<file path="src/rtl/txPoolPkg.sv">
package txPoolPkg;
  typedef enum logic [1:0] {
    CMD_NONE  = 2'b00,
    CMD_FRAME = 2'b01,
    CMD_CONT  = 2'b10,
    CMD_END   = 2'b11
  } txCmd_e;

  // strobes from control to datapath
  typedef struct packed {
    logic storeByte;
    logic startSend;
    logic advance;
    logic clearPool;
  } poolStrobe_t;

  localparam int IRQ_READY = 0;
  localparam int IRQ_EOM   = 1;
  localparam int IRQ_ERR   = 2;
  localparam int IRQ_NUM   = 3;
endpackage

</file>
<file path="src/rtl/txPoolData.sv">
module txPoolData
  import txPoolPkg::*;
#(
  parameter int DEPTH = 32,
  parameter int DW    = 8,
  localparam int AW   = $clog2(DEPTH),
  localparam int CW   = $clog2(DEPTH + 1)
) (
  input  logic          clk,
  input  logic          rstN,
  input  poolStrobe_t   strobe,
  input  logic [DW-1:0] wrData,
  output logic [CW-1:0] fillCount,
  output logic [DW-1:0] rdData,
  output logic          finalByte
);
  logic [DW-1:0] mem [DEPTH];
  logic [CW-1:0] rdPtr;

  always_ff @(posedge clk) begin
    if (strobe.storeByte) mem[fillCount[AW-1:0]] <= wrData;
  end

  always_ff @(posedge clk) begin
    if (!rstN) begin
      fillCount <= '0;
      rdPtr     <= '0;
    end else begin
      if (strobe.clearPool) begin
        fillCount <= '0;
        rdPtr     <= '0;
      end else begin
        if (strobe.storeByte) fillCount <= fillCount + 1'b1;
        if (strobe.startSend) rdPtr <= '0;
        else if (strobe.advance) rdPtr <= rdPtr + 1'b1;
      end
    end
  end

  assign rdData    = mem[rdPtr[AW-1:0]];
  assign finalByte = (rdPtr == CW'(fillCount - 1'b1));

  // pool never holds more than DEPTH bytes
  assert_fill_bound_R2: assert property (@(posedge clk) disable iff (!rstN)
    fillCount <= CW'(DEPTH));
endmodule

</file>
<file path="src/rtl/txPoolCtrl.sv">
module txPoolCtrl
  import txPoolPkg::*;
#(
  parameter int DEPTH = 32,
  localparam int CW   = $clog2(DEPTH + 1)
) (
  input  logic               clk,
  input  logic               rstN,
  input  logic               wrEn,
  input  logic               cmdEn,
  input  logic [1:0]         cmdCode,
  input  logic               txReady,
  input  logic               irqRd,
  input  logic [IRQ_NUM-1:0] irqMask,
  input  logic [CW-1:0]      fillCount,
  input  logic               finalByte,
  output poolStrobe_t        strobe,
  output logic               writable,
  output logic               txValid,
  output logic               txLast,
  output logic               overflow,
  output logic [IRQ_NUM-1:0] irqPend,
  output logic               irq
);
  localparam logic [CW-1:0] FULL = CW'(DEPTH);

  typedef enum logic {ST_FILL, ST_SEND} poolState_e;
  poolState_e state;
  logic lastMode;

  logic cmdValid, accept, cmdBad, wrOk, wrDrop, hand, done;
  logic [IRQ_NUM-1:0] pendSet;

  always_comb begin
    cmdValid = cmdEn && (cmdCode != CMD_NONE);
    accept   = cmdValid && (state == ST_FILL) && (fillCount != '0);
    cmdBad   = cmdValid && !accept;
    wrOk     = wrEn && (state == ST_FILL) && !accept && (fillCount < FULL);
    wrDrop   = wrEn && !wrOk;
    hand     = (state == ST_SEND) && txReady;
    done     = hand && finalByte;

    strobe.storeByte = wrOk;
    strobe.startSend = accept;
    strobe.advance   = hand && !finalByte;
    strobe.clearPool = done;

    pendSet            = '0;
    pendSet[IRQ_READY] = done;
    pendSet[IRQ_EOM]   = done && lastMode;
    pendSet[IRQ_ERR]   = cmdBad;
  end

  always_ff @(posedge clk) begin
    if (!rstN) begin
      state    <= ST_FILL;
      lastMode <= 1'b0;
      overflow <= 1'b0;
      irqPend  <= '0;
    end else begin
      if (accept) begin
        state    <= ST_SEND;
        lastMode <= (cmdCode != CMD_CONT);
      end else if (done) begin
        state <= ST_FILL;
      end
      overflow <= wrDrop | (overflow & ~irqRd);
      irqPend  <= pendSet | (irqPend & {IRQ_NUM{~irqRd}});
    end
  end

  assign writable = (state == ST_FILL);
  assign txValid  = (state == ST_SEND);
  assign txLast   = (state == ST_SEND) && lastMode && finalByte;
  assign irq      = |(irqPend & ~irqMask);

  // accepted command hands the pool to the serializer
  assert_cmd_accept_R4: assert property (@(posedge clk) disable iff (!rstN)
    accept |=> (!writable && txValid));
  // rejected command flags an error
  assert_cmd_error_R8: assert property (@(posedge clk) disable iff (!rstN)
    cmdBad |=> irqPend[IRQ_ERR]);
  // overflow is sticky until a status read
  assert_no_overflow_loss_R3: assert property (@(posedge clk) disable iff (!rstN)
    (overflow && !irqRd) |=> overflow);
  // draining the final byte reopens the pool
  assert_drain_reopen_R7: assert property (@(posedge clk) disable iff (!rstN)
    done |=> (writable && irqPend[IRQ_READY] && (fillCount == '0)));
  // bytes are only offered from a non-empty pool
  assert_valid_nonempty_R2: assert property (@(posedge clk) disable iff (!rstN)
    txValid |-> (fillCount != '0));
endmodule

</file>
<file path="src/rtl/hdlcTxPool.sv">
module hdlcTxPool
  import txPoolPkg::*;
#(
  parameter int DEPTH = 32,
  parameter int DW    = 8,
  localparam int CW   = $clog2(DEPTH + 1)
) (
  input  logic               clk,
  input  logic               rstN,
  input  logic               wrEn,
  input  logic [DW-1:0]      wrData,
  input  logic               cmdEn,
  input  logic [1:0]         cmdCode,
  output logic               txValid,
  output logic [DW-1:0]      txData,
  output logic               txLast,
  input  logic               txReady,
  output logic               writable,
  output logic               overflow,
  input  logic               irqRd,
  input  logic [IRQ_NUM-1:0] irqMask,
  output logic [IRQ_NUM-1:0] irqPend,
  output logic               irq
);
  poolStrobe_t   strobe;
  logic [CW-1:0] fillCount;
  logic          finalByte;

  txPoolCtrl #(.DEPTH(DEPTH)) i_ctrl (
    .clk(clk), .rstN(rstN), .wrEn(wrEn), .cmdEn(cmdEn), .cmdCode(cmdCode),
    .txReady(txReady), .irqRd(irqRd), .irqMask(irqMask),
    .fillCount(fillCount), .finalByte(finalByte), .strobe(strobe),
    .writable(writable), .txValid(txValid), .txLast(txLast),
    .overflow(overflow), .irqPend(irqPend), .irq(irq)
  );

  txPoolData #(.DEPTH(DEPTH), .DW(DW)) i_data (
    .clk(clk), .rstN(rstN), .strobe(strobe), .wrData(wrData),
    .fillCount(fillCount), .rdData(txData), .finalByte(finalByte)
  );

  // a stalled byte holds until taken
  assert_stall_hold_R6: assert property (@(posedge clk) disable iff (!rstN)
    (txValid && !txReady) |=> (txValid && $stable(txData) && $stable(txLast)));
endmodule

</file>
<file path="config.mk">
export PLATFORM = sky130hd
export DESIGN_NAME = hdlcTxPool
export DESIGN_NICKNAME = d
export VERILOG_FILES = /design/src/rtl/txPoolPkg.sv /design/src/rtl/txPoolData.sv /design/src/rtl/txPoolCtrl.sv /design/src/rtl/hdlcTxPool.sv
export SDC_FILE = /design/constraint.sdc
export NUM_CORES = 1
export LEC_CHECK = 0
export BUFFER_PORTS_ARGS = -buffer_cell sky130_fd_sc_hd__buf_4
export CAP_MARGIN = 25
export CORE_ASPECT_RATIO = 0.9
export CORE_MARGIN = 2
export CORE_UTILIZATION = 57
export DETAILED_ROUTE_END_ITERATION = 16
export GPL_TIMING_DRIVEN = 0
export PLACE_DENSITY = 0.72
export SYNTH_ARGS = -nofsm -noshare
export SYNTH_HDL_FRONTEND = slang
export SYNTH_SLANG_ARGS = --single-unit
</file>
<file path="constraint.sdc">
create_clock -name clk -period 3.9 [get_ports clk]
set_input_delay 0 -clock clk [delete_from_list [all_inputs] [get_ports clk]]
set_output_delay 0 -clock clk [all_outputs]
set_load 0.03 [all_outputs]
</file>
# Word-level counts from Yosys, hierarchy flattened

Memories as Yosys holds them, arrays and structs flattened. A register that Yosys moved wholly into a read port is not among the register bits.
Index checks and enable logic that the tools add are counted.
Widths: inputs -> output; s select.

Logic and storage cells: 51
Bits in writable memories: 256
Memories: 1
Bits in latches: 0
Memory bits (read-only): 0
Bits in registers: 18
Bits of input ports: 19
Output and inout bits: 16

Memory list:

| name       | words | width | rd ports | clocked after memory_dff | wr ports | RTL line         | text |
|---|---|---|---|---|---|---|---|
| i_data.mem | 32    | 8     | 1        | 1                        | 1        | txPoolData.sv:17 | `logic [DW-1:0] mem [DEPTH];` |

Shifts and indexed selects: 0
$mul: 0
Div/mod/pow operators: 0
Reduce and logical (&&, ||, !) cells: 23
Equal/unequal tests: 2
Bitwise gates (word level): 9
Add/sub/neg operators: 3
Muxes and demuxes: 6
Magnitude comparators: 1

Operators by type and width:

| kind                | count |
|---|---|
| $logic_and 1x1->1   | 14 |
| $add 6x1->6 const B | 2 |
| $mux 5              | 2 |
| $and 3x3->3         | 2 |
| $eq 6x6->1          | 1 |
| $lt 6x6->1 const B  | 1 |
| $reduce_bool 6->1   | 1 |
| $reduce_or 3->1     | 2 |
| $sub 6x1->6 const B | 1 |
| $mux 1              | 4 |
| $reduce_bool 2->1   | 2 |
| $logic_not 1->1     | 3 |
| $not 1->1           | 3 |
| $not 3->3           | 1 |
| $or 3x3->3          | 1 |
| $ne 2x2->1 const B  | 1 |
| $reduce_or 2->1     | 1 |
| $and 1x1->1         | 1 |
| $or 1x1->1          | 1 |

# Longest topological paths before layout

Gate-level depths: netlist of run 1.

Depth after elaboration: 10
Gate-level depth with buffers: 10
Depth with buffers taken out: 8

# By module

A second synthesis of run 1 with hierarchy kept.

Cells, all modules: 534
Area, all modules: 11020.6 um2

Modules (own cells, without submodules):

| module     | area each (um2) | sequential area each (um2) | instances | cells each |
|---|---|---|---|---|
| txPoolData | 10636.5         | 8027.7                     | 1         | 491 |
| txPoolCtrl | 384.1           | 120.1                      | 1         | 43 |

# Least setup slack after synthesis of run 1

OpenSTA, ideal clock, no wires.

Kind: register to register
Start point: reg i_data.fillCount[0]
End point: mem i_data.mem[10][0] (enable)
Library setup time: 370 ps
Arrival: 2593 ps
Cell stages (with the launch flop): 8
Data required time: 3530 ps
Buffers on the path: 1
Slack: 937 ps
Period minus slack after synthesis: 2963 ps
Cells stage by stage: dfxtp_1 clkbuf_1 inv_1 ha_1 or4b_4 a2111oi_4 nand2_1 nor2_1

Word-level cells in the longest chain between the ends: 7
Elaborated cells on any way between the ends: 8
Classes of those cells: order compare (1); mux (2); reduce/logical (5)

Ends and longest elaborated chain:

| what                                                               | RTL line         | text |
|---|---|---|
| start: declaration                                                 | txPoolData.sv:13 | `output logic [CW-1:0] fillCount,` |
| start signal: assignment                                           | txPoolData.sv:33 | `if (strobe.storeByte) fillCount <= fillCount + 1'b1;` |
| parallel branches: the longest is 7 deep, another holds $lt 6x6->1 | -                |  |
| end: declaration                                                   | txPoolData.sv:17 |  |

Several ways; the timed one is not identified.

# Worst setup path after layout of run 1

Start point: reg i_data.fillCount[0]
End point: mem i_data.mem[18][4] (enable)

Same word-level chain as after synthesis.

==> impl_metrics.tcl, run 1 <==
set metrics [dict create \
    synthesis.nets 564 \
    syn_area_per_cell_sq_um 20.50 \
    crit_cells 7 \
    dieArea_sq_um 20550 \
    fmax_mhz 268.3 \
    synthFlopType "edfxtp_1" \
    p_leak_nw 3.934 \
    synthCells 540 \
    worst_ep_arrival_time_ns 3.89 \
    drive_gt1_share_pct 31.00 \
    regToRegSetupSlack_ns 0.17 \
    grt_max_degree 33 \
    final_hold_viol_count 0 \
    slew_headroom_pct 36.98 \
    grt_pass1_wl_mm 33.82 \
    postRouteWirelength_mm 22.59 \
    synth_edf_count 256 \
    wire_per_inst_microns 25.32 \
    crit_end "i_data.mem[18][4]" \
    worst_r2r_endpoint "i_data.mem[18][4]" \
    drt_iter0_markers 567 \
    drt_first_pass_iters 5 \
    reg2reg_from "i_data.fillCount[0]" \
    clockBufferDepth 3 \
    finalCritPeriodShare_pct 95.58 \
    ant_nets 0 \
    numCtsBuffers 28 \
    clk_pin_slew_ns 0.06 \
    clock-sinks 279 \
    startpoint "i_data.fillCount[0]" \
    synth.cell_area_sq_um 11070 \
    die_h_microns 136.2 \
    hpwlAfterDp_mm 14.60 \
    grt_pass1_vias 5545 \
    min_from "cmdEn" \
    r2r_cells 7 \
    worst_setup_path_end_kind "flip-flop" \
    ys_seq_area_share_pct 73.62 \
    gp_congestion 0.8074 \
    utilization_pct 66.53 \
    final_area_sq_um 12710 \
    cts_tree "built" \
    worst_ep_required_time_ns 4.06 \
    insertedDiodeCount 0 \
    h-tree-depth 1 \
    layout_commonest_cell "edfxtp_1" \
    worstHoldPathType "primary input to flip-flop" \
    drv_slew 0 \
    yosysWarnings 0 \
    rsz0062_at_grt "yes" \
    worst-setup-path-type "flip-flop to flip-flop" \
    clock-skew-final_ns 0.01668 \
    critical_path.top_delay_family "simple AND/OR/NAND/NOR gates" \
    cpPeakStageDelay_ns 0.77 \
    die_w_microns 150.9 \
    io_pins 35 \
    period_minus_slack_ns 3.728 \
    overflow 0 \
    vias 5504 \
    routed_via_density 6.170 \
    worst-slew-pin-transition_ns 0.9453 \
    cp_max_fo 9 \
    path_buf_inv 2 \
    drv_cap 0 \
    status "finished, final reports clean" \
    max-vdd-ir-drop_v 0.0003449 \
    ys_ff_latch 279 \
    setup_viol_count_final 0 \
    initial_core_util_pct 57.95 \
    path_cells "clkbuf_1 > inv_1 > ha_1 > or4b_4 > a2111oi_4 > nand2_1 > nor2_1" \
    cts_root_buf "clkbuf_16" \
    grt_usage_pct 23.06 \
    layout_common_cells "256 x edfxtp_1, 80 x mux4_2, 35 x buf_4" \
    nets 644 \
    placed_area_sq_um 11650 \
    synthArstFlopShare_pct 0 \
    core_sq_um 19100 \
    drc 0 \
    synth_cell_types 51 \
    antenna_found_initial 0 \
    area_growth_syn_to_layout_pct 14.80 \
    slowest_stage "nor2_1" \
    clkLatencyLatePin_ns 0.54 \
    post-cts-setup-buffers 0 \
    port_buffers 34 \
    rows 48 \
    startpoint_type "flip-flop" \
    p_per_area_nw_per_um2 495.2 \
]
## power by group
group          switching (mW)  total [mW]  leakage (nW)  internal, mW
registers              0.0170        3.32          2.49          3.30
clock network            1.07        2.53         0.422          1.46
logic                   0.260       0.450          1.02         0.190
total                    1.35        6.29          3.93          4.94
## routing by layer
layer | part of all wire [%] | GRT usage, % | up-vias
li1 | - | - | 2371
met2 | 49 | 36.54 | 196
met3 | 7.7 | 5.034 | 26
met4 | 1.2 | 4.673 | 0
met5 | 0 | 0 | -
met1 | 42 | 33.95 | 2911
## what timing repair did
action | CTS | global route
endpoints found under the setup margin | 0 | 142
hold buffers | 15 | 0
hold endpoints to repair | 280 | 0
resized for setup | 0 | 16
## final cells by class
type | count | area (sq um)
clock inverter | 10 | 81.33
timing repair buffer | 50 | 412.9
clock buffer | 42 | 784.5
buffer | 26 | 121.4
inverter | 7 | 26.28
fill | 1232 | 6392
tap | 250 | 312.8
sequential | 279 | 8148
multi-input combinational | 228 | 2819
## kinds of logic after synthesis
group                    after synthesis  share of synthesized area [%]
AO/OA/AOI/OAI                         29                          2.148
XOR/XNOR                              12                         0.9496
adder cells (fa/ha/maj)                5                         0.5652
buffers and inverters                 33                          1.334
flip-flops                           279                          73.62
multiplexers                          89                          17.18
AND/OR/NAND/NOR                       93                          4.205
## how the worst min path moves through the flow
stage / slack (ns) / cells after the start / endpoint
after CTS: 0.02 / 5 / i_ctrl.txValid
after detailed placement: 0.28 / 2 / i_ctrl.overflow
after floorplan: 0.1 / 0 / i_data.mem[0][0]
final: 0.03 / 5 / i_ctrl.txValid
after global placement: 0.27 / 2 / i_ctrl.overflow
after global routing: 0.06 / 5 / i_ctrl.txValid
## cells in the mapped netlist (all sizes together), types with 2 or more instances
| master | number | area (sq um) |
|---|---|---|
| mux4 | 80 | 1802 |
| nand3b | 4 | 30.03 |
| inv | 7 | 26.28 |
| nor3 | 2 | 10.01 |
| o22ai | 2 | 12.51 |
| o21ai | 3 | 22.52 |
| nand2 | 10 | 45.04 |
| buf | 13 | 72.56 |
| and2 | 4 | 25.02 |
| nand2b | 3 | 18.77 |
| clkbuf | 13 | 48.80 |
| nand4 | 3 | 18.77 |
| xnor2 | 8 | 70.07 |
| or4 | 2 | 15.01 |
| mux2 | 8 | 90.09 |
| xor2 | 4 | 35.03 |
| dfxtp | 23 | 460.4 |
| o31ai | 2 | 20.02 |
| nor2b | 4 | 25.02 |
| ha | 5 | 62.56 |
| a21oi | 9 | 48.80 |
| nand3 | 5 | 30.03 |
| edfxtp | 256 | 7687 |
| nor2 | 48 | 182.7 |
| o21a | 3 | 22.52 |
| or3 | 3 | 23.77 |
| a21boi | 3 | 26.28 |
## through the flow
step | hold slack [ns] | cells | setup slack (ns) | TNS, ns | total power [mW]
after detailed placement | 0.2825 | 825 | 0.07652 | 0 | 3.814
after global placement | 0.2674 | 824 | 0.2368 | 0 | 3.795
after floorplan | 0.09887 | 540 | 0.9371 | 0 | 3.645
after CTS | 0.01808 | 892 | 0.06086 | 0 | 6.309
final | 0.03236 | 892 | 0.1723 | 0 | 6.292
after global routing | 0.06277 | 892 | -0.1046 | -3.690 | 6.467
## worst register-to-register path, cell delays in order, from the launching register on
cell and delay, ns:
dfxtp_1 0.33, clkbuf_1 0.21, inv_1 0.13, ha_1 0.25
or4b_4 0.53, a2111oi_4 0.70, nand2_1 0.43, nor2_1 0.77
## registers in the layout (all words and copies together), names as in the netlist, named ones only
| name | cells |
|---|---|
| i_ctrl.irqPend | 3 |
| i_ctrl.lastMode | 1 |
| i_ctrl.overflow | 1 |
| i_ctrl.txValid | 1 |
| i_data.fillCount | 6 |
| i_data.mem | 256 |
| i_data.rdPtr | 6 |
Power figures use the tool's default switching activity.
==> run 2: changes to the inputs <==
Settings changed: ABC_AREA from default to 1, CTS_CLUSTER_DIAMETER from default to 150.
==> impl_metrics.tcl, run 2 <==
set metrics [dict create \
    status "finished, final reports clean" \
    syn_area_per_cell_sq_um 12.50 \
    cts_resized 0 \
    grt_pass1_wl_mm 45.93 \
    clock-sinks 279 \
    setup_tns_ns 0 \
    utilization_pct 66.17 \
    final_area_sq_um 13230 \
    insertedDiodeCount 0 \
    worst_ep_arrival_time_ns 3.06 \
    io_pins 35 \
    routed_via_density 6.180 \
    final_hold_viol_count 0 \
    initial_core_util_pct 58.06 \
    port_buffers 34 \
    placed_area_sq_um 12180 \
    min_from "txReady" \
    nets 1034 \
    gp_congestion 0.9687 \
    overflow 0 \
    h-tree-depth 1 \
    finalCritPeriodShare_pct 74.09 \
    fmax_mhz 346.1 \
    synthFlopType "edfxtp_1" \
    reg2reg_from "i_data.fillCount[0]" \
    vias 7941 \
    hpwlAfterDp_mm 20.09 \
    slew_headroom_pct 30.33 \
    wire_per_inst_microns 23.70 \
    p_int_mw 4.896 \
    drive_gt1_share_pct 11.65 \
    cts_root_buf "clkbuf_16" \
    max-vdd-ir-drop_v 0.0003381 \
    core_sq_um 19990 \
    yosysWarnings 0 \
    worst_r2r_endpoint "i_data.mem[10][5]" \
    p_leak_nw 4.447 \
    drt_first_pass_iters 5 \
    antenna_found_initial 0 \
    p_clk_share_pct 41.0 \
    synth.cell_area_sq_um 11600 \
    clkLatencyLatePin_ns 0.55 \
    largest_reg_flops 256 \
    period_minus_slack_ns 2.890 \
    regToRegSetupSlack_ns 1.01 \
    p_switching_mw 1.389 \
    clk_pin_slew_ns 0.06 \
    grt_max_degree 33 \
    cp_max_fo 8 \
    ys_ff_latch 279 \
    switching_share_pct 22.10 \
    grt_usage_pct 28.57 \
    rsz0062_at_grt "no" \
    ys_seq_area_share_pct 70.22 \
    synth_top_cells_by_count "256 x edfxtp_1, 165 x nor2_1, 85 x nand2_1" \
    combPwrFrac_pct 6.5 \
    startpoint_type "flip-flop" \
    drt_iter0_markers 1069 \
    synthCells 928 \
    dieArea_sq_um 21520 \
    seq_power_share_pct 52.6 \
    drv_cap 0 \
    numCtsBuffers 28 \
    whs_path_depth 6 \
    clock-skew-final_ns 0.01701 \
    yosysTopAreaCell "edfxtp_1" \
    die_h_microns 139.4 \
    drc 0 \
    ys_top_cells_by_area "edfxtp_1 66%, nor2_1 5.3%, o221ai_1 4.9%, o21bai_1 4.1%, dfxtp_1 4.0%" \
    die_w_microns 154.4 \
    clockBufferDepth 3 \
    synthArstFlopShare_pct 0 \
    r2r_cells 8 \
    grt_pass1_vias 7493 \
    yosys.area.top_type_share_pct 66.25 \
    synth.most_common_cell "edfxtp_1" \
    worst_setup_path_end_kind "flip-flop" \
    synth_edf_count 256 \
    worstHoldPathType "primary input to flip-flop" \
    synth_cell_types 33 \
    setup_viol_count_final 0 \
    postRouteWirelength_mm 30.45 \
    drv_slew 0 \
    worst-setup-path-type "flip-flop to flip-flop" \
    layout_commonest_cell "edfxtp_1" \
    area_growth_syn_to_layout_pct 13.97 \
    placed_cells 1217 \
    fin_cells 1285 \
    layout_common_cells "256 x edfxtp_1, 165 x nor2_1, 85 x nand2_1" \
    ant_nets 0 \
    worst_ep_required_time_ns 4.07 \
    cts_tree "built" \
    synthesis.nets 952 \
    worst-slew-pin-transition_ns 1.041 \
    p_per_area_nw_per_um2 475.2 \
    rows 49 \
]
-- run 2: critical path: stages (launching register included) --
cell and delay (ns):
dfxtp_1 0.38, inv_1 0.19, ha_1 0.32, nand3_2 0.12
nand2_1 0.09, nand2_2 0.12, clkinv_2 0.13, nand2_1 0.34
nor2_1 0.83
-- run 2: power groups by stage --
stage,sequential [mW],combinational (mW),clock [mW]
floorplan,3.37,0.209,0
global placement,3.37,0.377,0
detailed placement,3.37,0.382,0
CTS,3.30,0.398,2.58
global route,3.30,0.437,2.71
finish,3.30,0.407,2.57
-- run 2: cell type report --
class | instances | area, sq um
Sequential cell | 279 | 8148
Fill cell | 1453 | 6761
Clock inverter | 12 | 107.6
Clock buffer | 38 | 759.5
Buffer | 57 | 261.5
Multi-Input combinational cell | 562 | 3079
Tap cell | 255 | 319.1
Inverter | 30 | 115.1
Timing Repair Buffer | 52 | 435.4
-- run 2: how the worst max path moves through the flow --
| stage | endpoint | start | cells after the start | slack, ns |
|---|---|---|---|---|
| after floorplan | i_data.mem[31][0] | i_data.fillCount[0] | 10 | 1.81 |
| after detailed placement | i_data.mem[29][7] | i_data.fillCount[0] | 8 | 1.05 |
| after global routing | i_data.mem[9][1] | i_data.fillCount[0] | 8 | 0.85 |
| final | i_data.mem[10][5] | i_data.fillCount[0] | 8 | 1.01 |
| after CTS | i_data.mem[29][3] | i_data.fillCount[0] | 8 | 1.03 |
| after global placement | i_data.mem[22][2] | i_data.fillCount[0] | 8 | 1.11 |
-- run 2: layer usage --
layer  vias up  share of wire, %  track usage (%)
met1      3836                42            43.52
met3        74                11            5.107
met2       452                44            42.79
met4         0               3.0            8.236
met5         -                 0                0
li1       3579                 -                -
-- run 2: what timing repair did --
action,in CTS,in global routing
endpoints found under the hold margin,279,0
hold buffers,18,0
buffers inserted,0,0
-- run 2: kinds of logic after synthesis --
| logic type | after synthesis | share of synthesized area [%] |
|---|---|---|
| AO/OA/AOI/OAI | 217 | 12.87 |
| XOR/XNOR | 7 | 0.5284 |
| adder cells (fa/ha/maj) | 5 | 0.5391 |
| buffers and inverters | 87 | 3.246 |
| flip-flops | 279 | 70.22 |
| AND/OR/NAND/NOR | 333 | 12.59 |
-- run 2: through the flow --
stage,power [mW],worst slack (ns),hold WS (ns)
floorplan,3.578,1.809,0.09887
global placement,3.742,1.106,0.2807
detailed placement,3.748,1.052,0.2941
CTS,6.285,1.034,0.05487
global route,6.455,0.8533,0.09971
finish,6.285,1.010,0.06797
==> run 3: changes to the inputs <==
Settings changed: ABC_AREA 1 to 0.
Clock period 3.9 ns to 3 ns, I/O delays scaled along.
==> impl_metrics.tcl, run 3 (synthesis results as in run 1) <==
set metrics [dict create \
    core_sq_um 19100 \
    rsz0062_at_grt "yes" \
    fmax_mhz 338.5 \
    grt_pass1_wl_mm 34.18 \
    worstHoldPathType "primary input to flip-flop" \
    period_minus_slack_ns 2.955 \
    drt_first_pass_iters 5 \
    worst-setup-path-type "flip-flop to flip-flop" \
    status "finished, final reports clean" \
    whs_path_depth 5 \
    worst_r2r_endpoint "i_data.mem[9][2]" \
    cp_max_fo 8 \
    final_hold_viol_count 0 \
    critical_path.top_delay_family "simple AND/OR/NAND/NOR gates" \
    dieArea_sq_um 20550 \
    finalCritPeriodShare_pct 98.49 \
    cpPeakStageDelay_ns 0.53 \
    p_leak_nw 4.130 \
    regToRegSetupSlack_ns 0.05 \
    path_buf_inv 3 \
    gr-usage-met3_pct 4.430 \
    wire_per_inst_microns 25.53 \
    drv_cap 0 \
    numCtsBuffers 28 \
    hpwlAfterDp_mm 14.60 \
    min_from "cmdEn" \
    rows 48 \
    nets 663 \
    r2r_cells 8 \
    clockBufferDepth 3 \
    insertedDiodeCount 0 \
    initial_core_util_pct 57.95 \
    busiest_layer "met2" \
    layout_commonest_cell "edfxtp_1" \
    min_to "i_ctrl.txValid" \
    clock-sinks 279 \
    path_cells "clkbuf_2 > inv_1 > ha_1 > or4b_4 > a2111oi_4 > buf_4 > nand2_2 > nor2_4" \
    seq_area_sq_um 8153 \
    crit_cells 8 \
    gp_congestion 0.8074 \
    pre_cts_slack_ns -0.8235 \
    area_growth_syn_to_layout_pct 20.19 \
    reg2reg_from "i_data.fillCount[0]" \
    p_per_area_nw_per_um2 618.9 \
    multi_input_area_sq_um 2977 \
    grt_usage_pct 23.26 \
    io_pins 35 \
    grt.met2_usage_pct 36.49 \
    vias 5599 \
    largest_reg_flops 256 \
    cts_tree "built" \
    fin_ws_ns 0.04538 \
    drive_gt1_share_pct 37.67 \
    port_buffers 34 \
    slew_headroom_pct 55.40 \
    worst_setup_path_end_kind "flip-flop" \
    ant_nets 0 \
    clk_pin_slew_ns 0.06 \
    die_h_microns 136.2 \
    worst-slew-pin-transition_ns 0.6691 \
    startpoint_type "flip-flop" \
    max-vdd-ir-drop_v 0.0004436 \
    worst_ep_required_time_ns 3.20 \
    worst_ep_arrival_time_ns 3.15 \
    slowest_stage "or4b_4" \
    antenna_found_initial 0 \
    postRouteWirelength_mm 23.26 \
    clock-skew-final_ns 0.02063 \
    overflow 0 \
    grt_pass1_vias 5549 \
    drc 0 \
    die_w_microns 150.9 \
    hold_slack_ns 0.03893 \
    setup_viol_count_final 0 \
    clkLatencyLatePin_ns 0.53 \
    grt.met1_usage_pct 34.88 \
    routed_via_density 6.146 \
    cts_root_buf "clkbuf_16" \
    grt_max_degree 33 \
    drv_slew 0 \
    layout_common_cells "256 x edfxtp_1, 80 x mux4_2, 42 x buf_4" \
    n_fill_cell 1145 \
    h-tree-depth 1 \
    drt_iter0_markers 587 \
]
[run 3: layout make-up]
cell class,count,area share (%)
Tap cell,250,2.351
Timing Repair Buffer,72,6.114
Sequential cell,279,61.29
Buffer,23,1.166
Inverter,7,0.1975
Multi-Input combinational cell,228,22.38
Clock buffer,42,5.897
Clock inverter,10,0.6114
[run 3: power breakdown]
part | internal (mW) | leakage (nW) | switching, mW
registers | 4.29 | 2.49 | 0.0272
clock network | 1.89 | 0.422 | 1.40
logic | 0.271 | 1.22 | 0.360
[run 3: worst max path at each step]
stage                        start                end  slack (ns)
2_1_floorplan  i_data.fillCount[0]  i_data.mem[10][0]        0.04
3_3_place_gp   i_data.fillCount[0]  i_data.mem[17][3]       -0.66
3_5_place_dp   i_data.fillCount[0]  i_data.mem[17][4]       -0.82
4_1_cts        i_data.fillCount[0]  i_data.mem[14][7]       -0.11
5_1_grt        i_data.fillCount[0]   i_data.mem[3][4]       -0.10
6_report       i_data.fillCount[0]   i_data.mem[9][2]        0.05
[run 3: repair_timing]
action | CTS | global route
buffers inserted | 4 | 19
gates cloned | 0 | 0
pin swaps | 5 | 20
gates resized for setup | 71 | 8
setup endpoints to repair | 257 | 258
hold buffers | 14 | 0
endpoints found under the hold margin | 280 | 0
[run 3: worst reg2reg max path, stage by stage (launching register included)]
cell and delay, ns:
dfxtp_1 0.33, clkbuf_2 0.18, inv_1 0.11, ha_1 0.26, or4b_4 0.53, a2111oi_4 0.29
buf_4 0.21, nand2_2 0.33, nor2_4 0.37
[run 3: metrics by stage]
step                power, mW  setup TNS (ns)  cells  instance area, sq um  util, %
finish                  8.234               0    911                 13300    69.65
global route            8.466          -4.849    911                 13300    69.65
CTS                     8.239          -2.798    892                 12920    67.65
detailed placement      4.958         -154.69    825                 11650    61.00
global placement        4.934         -133.60    824                 11640    60.93
floorplan               4.739               0    540                 11070        -
[run 3: metal layers]
| metal | wire, microns | up-vias |
|---|---|---|
| met3 | 1669 | 34 |
| met1 | 9895 | 2929 |
| met2 | 11290 | 218 |
| met5 | 0 | - |
| met4 | 408 | 0 |
| li1 | - | 2418 |
